$ cat src/rtl/dma_pkg.sv
package dma_pkg;
  typedef enum logic [1:0] {DIR_D2M = 2'b00, DIR_M2D = 2'b01, DIR_M2M = 2'b10, DIR_M2M_ALT = 2'b11} dir_e;
  typedef enum logic {MODE_STEAL = 1'b0, MODE_TRANSP = 1'b1} mode_e;
  typedef enum logic [1:0] {S_IDLE, S_BUS, S_GAP} st_e;

  function automatic logic is_m2m(dir_e d);
    return d[1];
  endfunction
endpackage

$ cat src/rtl/dma_seq.sv
module dma_seq
  import dma_pkg::*;
(
  input  logic  clk_i,
  input  logic  rst_ni,
  input  logic  start_i,
  input  logic  zero_i,
  input  logic  last_i,
  input  dir_e  dir_i,
  input  mode_e mode_i,
  input  logic  gnt_i,
  input  logic  idle_i,
  input  logic  dev_req_i,
  output logic  bus_req_o,
  output logic  beat_o,
  output logic  phase_o,
  output logic  word_done_o,
  output logic  finish_o,
  output logic  load_o,
  output logic  busy_o
);
  st_e  st_q, st_d;
  logic ph_q, ph_d;

  assign load_o      = (st_q == S_IDLE) && start_i;
  assign bus_req_o   = (st_q == S_BUS);
  assign busy_o      = (st_q != S_IDLE);
  assign phase_o     = ph_q;
  assign beat_o      = bus_req_o && gnt_i && (mode_i == MODE_STEAL || idle_i)
                       && (is_m2m(dir_i) || dev_req_i);
  // m2m read beat does not finish the word
  assign word_done_o = beat_o && !(is_m2m(dir_i) && !ph_q);
  assign finish_o    = (load_o && zero_i) || (word_done_o && last_i);

  always_comb begin
    st_d = st_q;
    ph_d = ph_q;
    unique case (st_q)
      S_IDLE: if (start_i && !zero_i) begin
        st_d = S_BUS;
        ph_d = 1'b0;
      end
      S_BUS: if (beat_o) begin
        if (!word_done_o) ph_d = 1'b1;
        else begin
          ph_d = 1'b0;
          if (last_i)                  st_d = S_IDLE;
          else if (mode_i == MODE_STEAL) st_d = S_GAP;
        end
      end
      S_GAP: st_d = S_BUS;
      default: st_d = S_IDLE;
    endcase
  end

  always_ff @(posedge clk_i or negedge rst_ni) begin
    if (!rst_ni) begin
      st_q <= S_IDLE;
      ph_q <= 1'b0;
    end else begin
      st_q <= st_d;
      ph_q <= ph_d;
    end
  end
endmodule

$ cat src/rtl/dma_regs.sv
module dma_regs
  import dma_pkg::*;
#(
  parameter int AW = 24,
  parameter int CW = 16
) (
  input  logic          clk_i,
  input  logic          rst_ni,
  input  logic          load_i,
  input  logic          word_done_i,
  input  logic          finish_i,
  input  logic [AW-1:0] src_i,
  input  logic [AW-1:0] dst_i,
  input  logic [CW-1:0] count_i,
  input  dir_e          dir_i,
  input  mode_e         mode_i,
  output logic [AW-1:0] src_o,
  output logic [AW-1:0] dst_o,
  output logic          last_o,
  output dir_e          dir_o,
  output mode_e         mode_o,
  output logic          done_o,
  output logic          irq_o
);
  localparam logic [CW-1:0] CntOne = CW'(1);
  localparam logic [AW-1:0] AdrOne = AW'(1);

  logic [CW-1:0] cnt_q;
  assign last_o = (cnt_q == CntOne);

  always_ff @(posedge clk_i or negedge rst_ni) begin
    if (!rst_ni) begin
      src_o  <= '0;
      dst_o  <= '0;
      cnt_q  <= '0;
      dir_o  <= DIR_D2M;
      mode_o <= MODE_STEAL;
    end else if (load_i) begin
      src_o  <= src_i;
      dst_o  <= dst_i;
      cnt_q  <= count_i;
      dir_o  <= dir_i;
      mode_o <= mode_i;
    end else if (word_done_i) begin
      cnt_q <= cnt_q - CntOne;
      if (dir_o != DIR_D2M) src_o <= src_o + AdrOne;
      if (dir_o != DIR_M2D) dst_o <= dst_o + AdrOne;
    end
  end

  always_ff @(posedge clk_i or negedge rst_ni) begin
    if (!rst_ni) begin
      done_o <= 1'b0;
      irq_o  <= 1'b0;
    end else begin
      irq_o <= finish_i;
      if (finish_i)    done_o <= 1'b1;
      else if (load_i) done_o <= 1'b0;
    end
  end
endmodule

$ cat src/rtl/dma_dpath.sv
module dma_dpath
  import dma_pkg::*;
#(
  parameter int AW = 24,
  parameter int DW = 16
) (
  input  logic          clk_i,
  input  logic          rst_ni,
  input  logic          beat_i,
  input  logic          phase_i,
  input  dir_e          dir_i,
  input  logic [AW-1:0] src_i,
  input  logic [AW-1:0] dst_i,
  input  logic [DW-1:0] mem_rdata_i,
  input  logic [DW-1:0] dev_rdata_i,
  output logic [AW-1:0] mem_addr_o,
  output logic          mem_rd_o,
  output logic          mem_wr_o,
  output logic [DW-1:0] mem_wdata_o,
  output logic          dev_ack_o,
  output logic [DW-1:0] dev_wdata_o
);
  logic          m2m;
  logic [DW-1:0] hold_q;

  assign m2m         = is_m2m(dir_i);
  assign mem_rd_o    = beat_i && ((dir_i == DIR_M2D) || (m2m && !phase_i));
  assign mem_wr_o    = beat_i && ((dir_i == DIR_D2M) || (m2m && phase_i));
  assign dev_ack_o   = beat_i && !m2m;
  assign mem_addr_o  = mem_wr_o ? dst_i : src_i;
  assign mem_wdata_o = m2m ? hold_q : dev_rdata_i;
  assign dev_wdata_o = mem_rdata_i;

  always_ff @(posedge clk_i or negedge rst_ni) begin
    if (!rst_ni)                       hold_q <= '0;
    else if (beat_i && m2m && !phase_i) hold_q <= mem_rdata_i;
  end
endmodule

$ cat src/rtl/dma_engine.sv
module dma_engine
  import dma_pkg::*;
#(
  parameter int AW = 24,
  parameter int DW = 16,
  parameter int CW = 16
) (
  input  logic          clk_i,
  input  logic          rst_ni,
  input  logic          cfg_start_i,
  input  logic [AW-1:0] cfg_src_i,
  input  logic [AW-1:0] cfg_dst_i,
  input  logic [CW-1:0] cfg_count_i,
  input  logic [1:0]    cfg_dir_i,
  input  logic          cfg_mode_i,
  output logic          bus_req_o,
  input  logic          bus_gnt_i,
  input  logic          cpu_idle_i,
  output logic [AW-1:0] mem_addr_o,
  output logic          mem_rd_o,
  output logic          mem_wr_o,
  output logic [DW-1:0] mem_wdata_o,
  input  logic [DW-1:0] mem_rdata_i,
  input  logic          dev_req_i,
  output logic          dev_ack_o,
  input  logic [DW-1:0] dev_rdata_i,
  output logic [DW-1:0] dev_wdata_o,
  output logic          busy_o,
  output logic          done_o,
  output logic          irq_o
);
  logic          load_w, beat_w, phase_w, word_done_w, finish_w, last_w;
  logic [AW-1:0] src_w, dst_w;
  dir_e          dir_w;
  mode_e         mode_w;

  dma_seq u_seq (
    .clk_i      (clk_i),
    .rst_ni     (rst_ni),
    .start_i    (cfg_start_i),
    .zero_i     (cfg_count_i == '0),
    .last_i     (last_w),
    .dir_i      (dir_w),
    .mode_i     (mode_w),
    .gnt_i      (bus_gnt_i),
    .idle_i     (cpu_idle_i),
    .dev_req_i  (dev_req_i),
    .bus_req_o  (bus_req_o),
    .beat_o     (beat_w),
    .phase_o    (phase_w),
    .word_done_o(word_done_w),
    .finish_o   (finish_w),
    .load_o     (load_w),
    .busy_o     (busy_o)
  );

  dma_regs #(.AW(AW), .CW(CW)) u_regs (
    .clk_i      (clk_i),
    .rst_ni     (rst_ni),
    .load_i     (load_w),
    .word_done_i(word_done_w),
    .finish_i   (finish_w),
    .src_i      (cfg_src_i),
    .dst_i      (cfg_dst_i),
    .count_i    (cfg_count_i),
    .dir_i      (dir_e'(cfg_dir_i)),
    .mode_i     (mode_e'(cfg_mode_i)),
    .src_o      (src_w),
    .dst_o      (dst_w),
    .last_o     (last_w),
    .dir_o      (dir_w),
    .mode_o     (mode_w),
    .done_o     (done_o),
    .irq_o      (irq_o)
  );

  dma_dpath #(.AW(AW), .DW(DW)) u_dpath (
    .clk_i      (clk_i),
    .rst_ni     (rst_ni),
    .beat_i     (beat_w),
    .phase_i    (phase_w),
    .dir_i      (dir_w),
    .src_i      (src_w),
    .dst_i      (dst_w),
    .mem_rdata_i(mem_rdata_i),
    .dev_rdata_i(dev_rdata_i),
    .mem_addr_o (mem_addr_o),
    .mem_rd_o   (mem_rd_o),
    .mem_wr_o   (mem_wr_o),
    .mem_wdata_o(mem_wdata_o),
    .dev_ack_o  (dev_ack_o),
    .dev_wdata_o(dev_wdata_o)
  );
endmodule

$ cat config.mk
export PLATFORM = sky130hd
export DESIGN_NAME = dma_engine
export DESIGN_NICKNAME = d
export VERILOG_FILES = /design/src/rtl/dma_pkg.sv /design/src/rtl/dma_seq.sv /design/src/rtl/dma_regs.sv /design/src/rtl/dma_dpath.sv /design/src/rtl/dma_engine.sv
export SDC_FILE = /design/constraint.sdc
export NUM_CORES = 1
export LEC_CHECK = 0
export ABC_AREA = 1
export CORE_ASPECT_RATIO = 1.1
export CORE_MARGIN = 2
export CORE_UTILIZATION = 50
export DETAILED_ROUTE_END_ITERATION = 10
export PLACE_DENSITY_LB_ADDON = 0.05
export SYNTH_ARGS = -nofsm -noshare
export SYNTH_HDL_FRONTEND = slang
export SYNTH_SLANG_ARGS = --single-unit
export TNS_END_PERCENT = 10
$ cat constraint.sdc
create_clock -name clk_i -period 1.6 [get_ports clk_i]
set_input_delay 0.32 -clock clk_i [delete_from_list [all_inputs] [get_ports clk_i]]
set_output_delay 0.32 -clock clk_i [all_outputs]
set_load 0.02 [all_outputs]
==> impl_metrics.csv, run 1 <==
group,metric,value,unit
status,status,"finished with violations",
status,violations,"setup timing",
sta,relSlewSlack,0.7326,
place,place_hpwl,15.55,mm
sta,final.min_clock_period,2.127,ns
final_layout,syn_to_final_growth,52.89,%
power_and_ir_drop,swShare,0.4401,
synth,netlist.area_leader.share,0.3501,
synth,seq_area_frac_synth,0.3501,
power_and_ir_drop,leakagePower,4.512,nW
floorplan,fp.coreArea,12140,µm²
sta,tightestPinTransition,0.3980,ns
floorplan,die_y,121.6,µm
synth,ys.flop_type,"dfrtp_1",
global_route,grt_overflow,0,
detailed_routing,routed_via_density,5.331,
clocking,cts_max_path_buffers,2,
synth,synthArstFlopShare,1.000,
clocking,clock_sinks,88,
synth,synthTopCellsByArea,"dfrtp_1, nand2_1, nor2_1",
detailed_routing,drt-initial-drc-count,602,
final_layout,utilization,0.7922,
synth,syn_inst,1009,
final_layout,fin_nets,1369,
worst_setup_path,crit_type,"reg -> out",
worst_setup_path,path_max_fanout,6,
synth,yosys.area.top_type,"dfrtp_1",
detailed_routing,wl_per_cell,15.39,µm
detailed_routing,route.vias.total,7564,
worst_setup_path,crit_arrival,1.81,ns
power_and_ir_drop,finalPower,13.82,mW
clocking,cts_root_buffer,"clkbuf_16",
power_and_ir_drop,pwr-share-clk,0.168,
sta,rsz0062_at_grt,"true",
synth,synth_nets,1118,
detailed_routing,first_pass_iters,7,
global_route,antenna_found_initial,0,
detailed_routing,antenna_left,0,
clocking,tritoncts,"done",
final_layout,ff_latch_area,2208,µm²
floorplan,start_util,0.5181,
sta,hold_violations,0,
final_layout,num_antenna_cells,0,
synth,synth_cell_types,34,
global_route,grt_pass1_vias,7184,
sta,period_share,1.329,
clocking,cts-buffers-inserted,9,
sta,max_freq,470.2,MHz
floorplan,ios,168,
synth,synth_area,6290,µm²
place,gp_congestion,0.9657,
place,port_buffers,167,
worst_setup_path,start_kind,"flip-flop",
sta,clock_skew,0.009366,ns
sta,setup_slack,-0.5269,ns
detailed_routing,wl,21.83,mm
floorplan,dieArea,13490,µm²
hold_path,hold_path_class,"in -> async",
synth,synth_edf_count,0,
power_and_ir_drop,p_int,7.740,mW
worst_setup_path,timing.critical_path.to_type,"output pin",
detailed_routing,remaining_drc_errors,0,
global_route,grt_usage,0.3153,
power_and_ir_drop,power_density,1437,nW/µm²
worst_setup_path,crit_required,1.28,ns
synth,yosys_warnings,0,
floorplan,rows,42,
place,placed_cells,1389,
synth,syn_area_per_cell,6.234,µm²
sta,finalSetupViolCount,69,
power_and_ir_drop,netSwitchingPower,6.084,mW
final_layout,multi_input_area,3751,µm²
clocking,clock_latency,0.35,ns
floorplan,die_w,110.9,µm
sta,tns,-21.07,ns
clocking,htree_levels,3,
power_and_ir_drop,pwr-share-seq,0.249,
global_route,grt_max_degree,39,
power_and_ir_drop,ir_drop,967.3,µV
power_and_ir_drop,pwr-share-comb,0.583,
clocking,clkTransAtPathRegs,0.07,ns
run,maxCapViolCount,0,
final_layout,finalNonFillerCells,1419,
synth,synth-seq-cells,88,
global_route,grt_pass1_wl,34.46,mm
final_layout,drive_gt1_frac,0.1953,
final_layout,fill_cells,900,
sta,slew_viol_final,0,
## power groups by stage
stage | sequential [mW] | combinational (mW) | clock, mW
floorplan | 3.38 | 3.90 | 0
global placement | 3.42 | 6.90 | 0
detailed placement | 3.44 | 7.04 | 0
CTS | 3.40 | 7.40 | 2.33
global route | 3.50 | 8.69 | 2.44
finish | 3.44 | 8.06 | 2.32
## metal layers
layer  vias up  GRT usage  routed length (µm)
met5         -          0                   0
met4         0     0.1281                 686
met3        54    0.06766                1834
met2       364     0.5349               10580
met1      3448     0.3948                8728
li1       3698          -                   -
## worst max-delay path: stages, from the launching register on
cell	delay, ns
dfrtp_2	0.45
inv_2	0.10
nor2_4	0.04
nor2_4	0.12
nand3_4	0.13
buf_12	0.17
clkbuf_16	0.17
nand2_1	0.06
o21ai_1	0.06
buf_4	0.16
## kinds of logic (layout without fill, tap and decap cells)
group | Yosys count | after routing | synth area share
and+or+nand+nor | 637 | 637 | 0.4140
DFF | 88 | 88 | 0.3501
AOI/OAI and AO/OA | 121 | 121 | 0.1024
adders and majority gates | 4 | 4 | 0.007957
xor gates and xnor gates | 17 | 17 | 0.02367
buffers and inverters | 142 | 398 | 0.1019
## registers in the layout (all words and copies together) (netlist names), 2 cells and up
signal and flops:
u_seq.st_q 2, u_regs.cnt_q 16, u_regs.dir_o 2, u_regs.src_o 24, u_regs.dst_o 24, u_dpath.hold_q 16
## stage by stage
step	setup slack [ns]	hold WS [ns]	instance area, µm²
after floorplan	-0.09289	0.02441	6307
after global placement	-0.8911	0.2412	8786
after detailed placement	-0.8997	0.2507	8786
after CTS	-0.5195	0.4286	9235
after global routing	-0.5832	0.4559	9617
final	-0.5269	0.4252	9617
## layout by cell type, fill, tap and decap left out, types with 8 or more instances in the layout
cell / count
o211ai_1: 10
nor2_1: 126
o21ai_0: 56
xor2_1: 10
dlygate4sd2_1: 17
dfrtp_1: 83
inv_1: 85
a21oi_1: 8
nand3_1: 65
o21ai_1: 18
clkdlybuf4s50_1: 103
nand2_4: 8
buf_6: 21
buf_4: 112
o21ai_2: 12
clkdlybuf4s15_1: 14
clkbuf_16: 11
buf_12: 10
nand2_1: 387
nand4_1: 14
nor2_2: 12
## final timing paths
path | from | to | slack (ns) | depth (start not counted)
setup / recovery | u_regs.dir_o[1]$_DFFE_PN0P_ | mem_addr_o[15] | -0.53 | 9
hold / removal | rst_ni | u_regs.dst_o[5]$_DFFE_PN0P_ | 0.43 | 2
setup reg to reg | u_regs.dir_o[1]$_DFFE_PN0P_ | u_regs.dst_o[14]$_DFFE_PN0P_ | -0.27 | 11
hold reg to reg | u_regs.dst_o[23]$_DFFE_PN0P_ | u_regs.dst_o[23]$_DFFE_PN0P_ | 0.53 | 2
max in group asynchronous | rst_ni | u_regs.src_o[0]$_DFFE_PN0P_ | 0.63 | 3
min in group clk_i | u_regs.dst_o[23]$_DFFE_PN0P_ | u_regs.dst_o[23]$_DFFE_PN0P_ | 0.53 | 2
## cells in the mapped netlist, types with 10 or more instances
master and number:
buf_2 16, buf_4 19, clkbuf_1 11, dfrtp_1 88, inv_1 86, nand2_1 396
nand3_1 68, nand4_1 14, nor2_1 139, o211ai_1 10, o21ai_0 82, o21ai_1 11
xor2_1 10
## layout make-up
| cell class | count | area share |
|---|---|---|
| Sequential cell | 88 | 0.2296 |
| Tap cell | 154 | 0.02004 |
| Inverter | 93 | 0.03812 |
| Clock buffer | 9 | 0.02342 |
| Timing Repair Buffer | 289 | 0.2888 |
| Multi-Input combinational cell | 779 | 0.3901 |
| Clock inverter | 7 | 0.009888 |
## timing repair
| action | in CTS | in global routing |
|---|---|---|
| hold buffers | 1 | 0 |
| resized for setup | 217 | 91 |
| endpoints found under the hold margin | 20 | 0 |
| endpoints found under the setup margin | 116 | 123 |
| pin swaps | 1 | 4 |
| buffers inserted | 5 | 3 |
| gates cloned | 3 | 2 |
Note: power is estimated with default switching activity, not from simulation.
==> inputs of run 2 (changes only) <==
--- a/config.mk
+++ b/config.mk
@@ -7,7 +7,6 @@
 export LEC_CHECK = 0
 export ABC_AREA = 1
 export CORE_ASPECT_RATIO = 1.1
-export CORE_MARGIN = 2
 export CORE_UTILIZATION = 50
 export DETAILED_ROUTE_END_ITERATION = 10
 export PLACE_DENSITY_LB_ADDON = 0.05
==> impl_metrics.csv, run 2 (synthesized netlist as in run 1, its figures left out) <==
group,metric,value,unit
place,dpl-instance-area,8886,µm²
place,dp_slack,-0.8930,ns
final_layout,utilization,0.7988,
sta,setup_slack,-0.5336,ns
status,status,"finished with violations",
floorplan,ios,168,
power_and_ir_drop,pwr-share-clk,0.164,
floorplan,dieArea,13030,µm²
place,gp_congestion,0.9224,
sta,tightestPinTransition,0.5162,ns
floorplan,fp.coreArea,12140,µm²
global_route,grt_pass1_vias,7142,
clocking,cts_root_buffer,"clkbuf_16",
floorplan,rows,42,
clocking,cts-buffers-inserted,9,
final_layout,finalNonFillerCells,1428,
power_and_ir_drop,p_int,7.984,mW
clocking,cts_max_path_buffers,2,
detailed_routing,first_pass_iters,7,
status,violations,"hold timing, setup timing",
clocking,clkTransAtPathRegs,0.07,ns
clocking,clock_sinks,88,
final_layout,num_antenna_cells,0,
final_layout,final_common_cell,"nand2_1",
global_route,grt_max_degree,89,
sta,finalSetupViolCount,69,
final_layout,syn_to_final_growth,54.17,%
floorplan,die_y,119.6,µm
hold_path,hold_path_class,"in -> async",
clocking,tritoncts,"done",
place,place_hpwl,14.99,mm
power_and_ir_drop,pwr-share-seq,0.245,
detailed_routing,antenna_left,0,
sta,rsz0062_at_grt,"true",
power_and_ir_drop,power_density,1451,nW/µm²
sta,clock_skew,0.006148,ns
detailed_routing,wl,21.37,mm
global_route,antenna_found_initial,0,
run,maxCapViolCount,0,
worst_setup_path,start_kind,"flip-flop",
worst_setup_path,timing.critical_path.to_type,"output pin",
power_and_ir_drop,ir_drop,1119,µV
place,placed_cells,1399,
detailed_routing,remaining_drc_errors,0,
detailed_routing,wl_per_cell,14.96,µm
global_route,grt_usage,0.3346,
sta,slew_viol_final,0,
worst_setup_path,crit_type,"reg -> out",
sta,whs,-0.03514,ns
worst_setup_path,crit_arrival,1.81,ns
sta,period_share,1.333,
detailed_routing,route.vias.total,7533,
power_and_ir_drop,leakagePower,4.571,nW
sta,relSlewSlack,0.6559,
final_layout,mostFrequentLayoutCells,"nand2_1, nor2_1, buf_4, clkdlybuf4s50_1, dfrtp_1",
power_and_ir_drop,pwr-share-comb,0.591,
clocking,clock_latency,0.35,ns
power_and_ir_drop,finalPower,14.07,mW
detailed_routing,drt-initial-drc-count,633,
sta,final.min_clock_period,2.134,ns
final_layout,drive_gt1_frac,0.2057,
floorplan,start_util,0.5181,
sta,hold_violations,14,
sta,tns,-22.62,ns
global_route,grt_pass1_wl,34.31,mm
final_layout,fin_nets,1378,
power_and_ir_drop,swShare,0.4324,
detailed_routing,routed_via_density,5.275,
worst_setup_path,path_max_fanout,10,
final_layout,stdcell_area,9697,µm²
final_layout,top_regs,"u_regs.dst_o: 24 flops, u_regs.src_o: 24 flops",
global_route,grt_overflow,0,
place,port_buffers,167,
power_and_ir_drop,netSwitchingPower,6.083,mW
clocking,htree_levels,3,
sta,max_freq,468.7,MHz
worst_setup_path,crit_required,1.28,ns
floorplan,die_w,108.9,µm
## run 2: power groups by stage
stage,sequential [mW],combinational [mW],clock (mW)
after global routing,3.51,9.02,2.42
after detailed placement,3.42,7.14,0
after CTS,3.40,7.81,2.31
final,3.44,8.31,2.31
after floorplan,3.38,3.90,0
after global placement,3.41,7.04,0
## run 2: final timing paths
check | startpoint | to | slack [ns] | depth (start not counted)
worst max-delay path | u_regs.dir_o[1]$_DFFE_PN0P_ | mem_addr_o[9] | -0.53 | 7
worst min register to register | u_dpath.hold_q[15]$_DFFE_PN0P_ | u_dpath.hold_q[15]$_DFFE_PN0P_ | 0.53 | 2
min in group clk_i | cfg_dir_i[1] | u_regs.dir_o[1]$_DFFE_PN0P_ | 0.53 | 3
max in group asynchronous | rst_ni | u_regs.src_o[3]$_DFFE_PN0P_ | 1.18 | 2
worst max register to register | u_regs.dir_o[1]$_DFFE_PN0P_ | u_regs.dst_o[15]$_DFFE_PN0P_ | -0.29 | 13
worst min-delay path | rst_ni | u_regs.dst_o[21]$_DFFE_PN0P_ | -0.04 | 2
## run 2: final cells by class
cell class	count	area (µm²)
multi-input cells	779	3727
repair buffers	298	2889
fillers	880	2442
flip-flops and latches	88	2205
inverters	93	369.1
clock buffers	11	232.7
well taps	154	192.7
clock inverters	5	81.33
## run 2: per-layer routing
metal  up-vias  GRT usage  part of all wire
li1       3708          -                 -
met1      3438     0.4315              0.41
met2       336     0.5476              0.48
met3        51    0.05323             0.078
met4         0     0.1470             0.034
met5         -          0                 0
## run 2: critical path, stage by stage (launching register included)
cell     delay, ns
dfrtp_2       0.45
or2_4         0.26
nand3_4       0.14
buf_6         0.16
buf_12        0.14
nand2_1       0.06
o21ai_1       0.09
buf_4         0.16
## run 2: repair_timing
action,in CTS,in global routing
gates cloned,3,1
buffers inserted,9,0
hold buffers,0,0
pin swaps,7,10
endpoints found under the setup margin,102,123
gates resized for setup,251,95
==> inputs of run 3 (changes only) <==
--- a/config.mk
+++ b/config.mk
@@ -6,9 +6,11 @@
 export NUM_CORES = 1
 export LEC_CHECK = 0
 export ABC_AREA = 1
+export CAP_MARGIN = 20
 export CORE_ASPECT_RATIO = 1.1
-export CORE_UTILIZATION = 50
+export CORE_UTILIZATION = 65
 export DETAILED_ROUTE_END_ITERATION = 10
+export DONT_BUFFER_PORTS = 1
 export PLACE_DENSITY_LB_ADDON = 0.05
 export SYNTH_ARGS = -nofsm -noshare
 export SYNTH_HDL_FRONTEND = slang
==> impl_metrics.csv, run 3 (synthesized netlist as in run 1, its figures left out) <==
group,metric,value,unit
floorplan,die_y,105.2,µm
worst_setup_path,crit_top_cell,"nor2_4",
worst_setup_path,start_kind,"flip-flop",
power_and_ir_drop,ir_drop,1611,µV
final_layout,num_antenna_cells,0,
clocking,clock_sinks,88,
final_layout,finalNonFillerCells,1200,
final_layout,final_common_cell,"nand2_1",
sta,slew_viol_final,0,
sta,finalSetupViolCount,97,
global_route,grt_usage,0.4085,
worst_setup_path,cp_slowest_stage_delay,0.46,ns
floorplan,die_w,95.79,µm
worst_setup_path,crit_family,"buffers and inverters",
clocking,cts_max_path_buffers,2,
place,place_hpwl,14.51,mm
worst_setup_path,cp_slowest_cell,"dfrtp_2",
hold_path,hold_path_class,"in -> async",
clocking,tritoncts,"done",
global_route,antenna_found_initial,0,
detailed_routing,route.vias.total,7025,
clocking,htree_levels,3,
detailed_routing,drt-initial-drc-count,721,
detailed_routing,wl_per_cell,17.08,µm
detailed_routing,routed_via_density,5.854,
clocking,cts_root_buffer,"clkbuf_8",
floorplan,dieArea,10070,µm²
sta,max_freq,460.8,MHz
clocking,clock_latency,0.39,ns
global_route,grt_max_degree,89,
place,dp_slack,-0.1392,ns
sta,hold_violations,88,
sta,tightestPinTransition,0.3845,ns
worst_setup_path,cp.depth,8,
global_route,grt_overflow,0,
sta,final.min_clock_period,2.170,ns
place,placed_cells,1171,
place,gp_congestion,0.9629,
place,port_buffers,0,
final_layout,drive_gt1_frac,0.1764,
sta,period_share,1.356,
worst_setup_path,worstRegToRegCells,10,
final_layout,syn_to_final_growth,20.43,%
worst_setup_path,crit_type,"reg -> out",
sta,relSlewSlack,0.7417,
power_and_ir_drop,leakagePower,3.617,nW
worst_setup_path,crit_arrival,1.85,ns
power_and_ir_drop,netSwitchingPower,5.798,mW
power_and_ir_drop,pwr-share-comb,0.571,
worst_setup_path,crit_required,1.28,ns
floorplan,fp.coreArea,9398,µm²
floorplan,start_util,0.6693,
power_and_ir_drop,pwr-share-seq,0.293,
detailed_routing,antenna_left,0,
status,status,"finished with violations",
final_layout,top_regs,"u_regs.dst_o: 24 flops, u_regs.src_o: 24 flops",
worst_setup_path,crit_chain,"inv_2, nor2_4, nor2_4, nand3_4, buf_12, nand2_1, o21ai_2, buf_4",
floorplan,rows,37,
power_and_ir_drop,pwr-share-clk,0.136,
sta,rsz0062_at_grt,"true",
final_layout,mostFrequentLayoutCells,"nand2_1, nor2_1, inv_1, dfrtp_1, buf_4",
sta,whs,-0.3798,ns
worst_setup_path,critPathBufInv,3,
floorplan,ios,168,
final_layout,fin_nets,1187,
worst_setup_path,path_max_fanout,19,
sta,setup_slack,-0.5703,ns
power_and_ir_drop,swShare,0.4743,
detailed_routing,remaining_drc_errors,0,
worst_setup_path,timing.critical_path.to_type,"output pin",
power_and_ir_drop,power_density,1614,nW/µm²
status,violations,"hold timing, setup timing",
detailed_routing,wl,20.50,mm
global_route,grt_pass1_vias,6618,
power_and_ir_drop,p_int,6.425,mW
detailed_routing,first_pass_iters,6,
sta,clock_skew,0.01441,ns
global_route,grt_pass1_wl,31.22,mm
clocking,clkTransAtPathRegs,0.10,ns
power_and_ir_drop,finalPower,12.22,mW
clocking,cts-buffers-inserted,9,
run,maxCapViolCount,0,
==> run 3: changes by cell type in the layout (fill, tap and decap cells not counted), moves of 9 or more <==
cell,change
clkdlybuf4s15_1,-10
dlygate4sd2_1,-18
buf_4,-36
clkdlybuf4s50_1,-102
buf_6,-17
clkbuf_16,-10
o21ai_1,+12
clkbuf_8,+9
==> run 3: final cells by class <==
cell class | instances | area, µm²
clock buffer | 9 | 123.9
clock inverter | 7 | 78.83
fill | 664 | 1823
inverter | 93 | 369.1
multi-input combinational | 779 | 3652
sequential | 88 | 2205
tap | 117 | 146.4
timing repair buffer | 106 | 991.0
timing repair inverter | 1 | 8.758
==> run 3: worst paths after layout <==
| kind | start | endpoint | slack (ns) |
|---|---|---|---|
| setup / recovery | u_regs.dir_o[1]$_DFFE_PN0P_ | mem_addr_o[13] | -0.57 |
| min in group clk_i | mem_rdata_i[14] | u_dpath.hold_q[14]$_DFFE_PN0P_ | 0.05 |
| hold reg to reg | u_regs.dst_o[22]$_DFFE_PN0P_ | u_regs.dst_o[22]$_DFFE_PN0P_ | 0.54 |
| hold / removal | rst_ni | u_regs.dst_o[21]$_DFFE_PN0P_ | -0.38 |
| max in group asynchronous | rst_ni | u_regs.dir_o[1]$_DFFE_PN0P_ | 1.80 |
| setup reg to reg | u_regs.dir_o[1]$_DFFE_PN0P_ | u_regs.cnt_q[8]$_DFFE_PN0P_ | -0.09 |
==> run 3: through the flow <==
stage               instance area (µm²)  hold slack (ns)  TNS [ns]  utilization
finish                             7575          -0.3798    -19.78       0.8060
global route                       7575          -0.3889    -28.87       0.8060
CTS                                7465          -0.3891    -15.93       0.7943
detailed placement                 6965          0.02611    -1.207       0.7412
global placement                   6965          0.02612  -0.05255       0.7412
floorplan                          6307          0.02441    -1.930            -
==> run 3: worst reg2reg max path, stage by stage, from the launching register on <==
cell	delay, ns
dfrtp_2	0.46
inv_2	0.10
nor2_4	0.05
buf_4	0.13
buf_4	0.12
inv_2	0.08
nand3_4	0.11
inv_1	0.25
buf_12	0.17
nand2_1	0.07
o211ai_1	0.08
==> run 3: timing repair <==
item,in CTS,in global routing
setup endpoints to repair,60,127
gates resized for setup,57,40
buffers inserted,9,2
hold endpoints to repair,88,88
pin swaps,3,3
cloned,2,0
==> run 3: metal layers <==
layer	global-route usage	vias up	share of wire
met5	0	-	0
met4	0.2303	0	0.052
met3	0.08879	89	0.11
met2	0.6607	461	0.48
met1	0.4967	3175	0.36
li1	-	3300	-
==> run 3: power groups by stage <==
stage                     combinational [mW]  sequential, mW  clock, mW
after detailed placement                5.94            3.55          0
final                                   6.98            3.58       1.66
after global routing                    7.51            3.64       1.74
after CTS                               6.55            3.52       1.66
after floorplan                         3.90            3.38          0
after global placement                  5.70            3.51          0
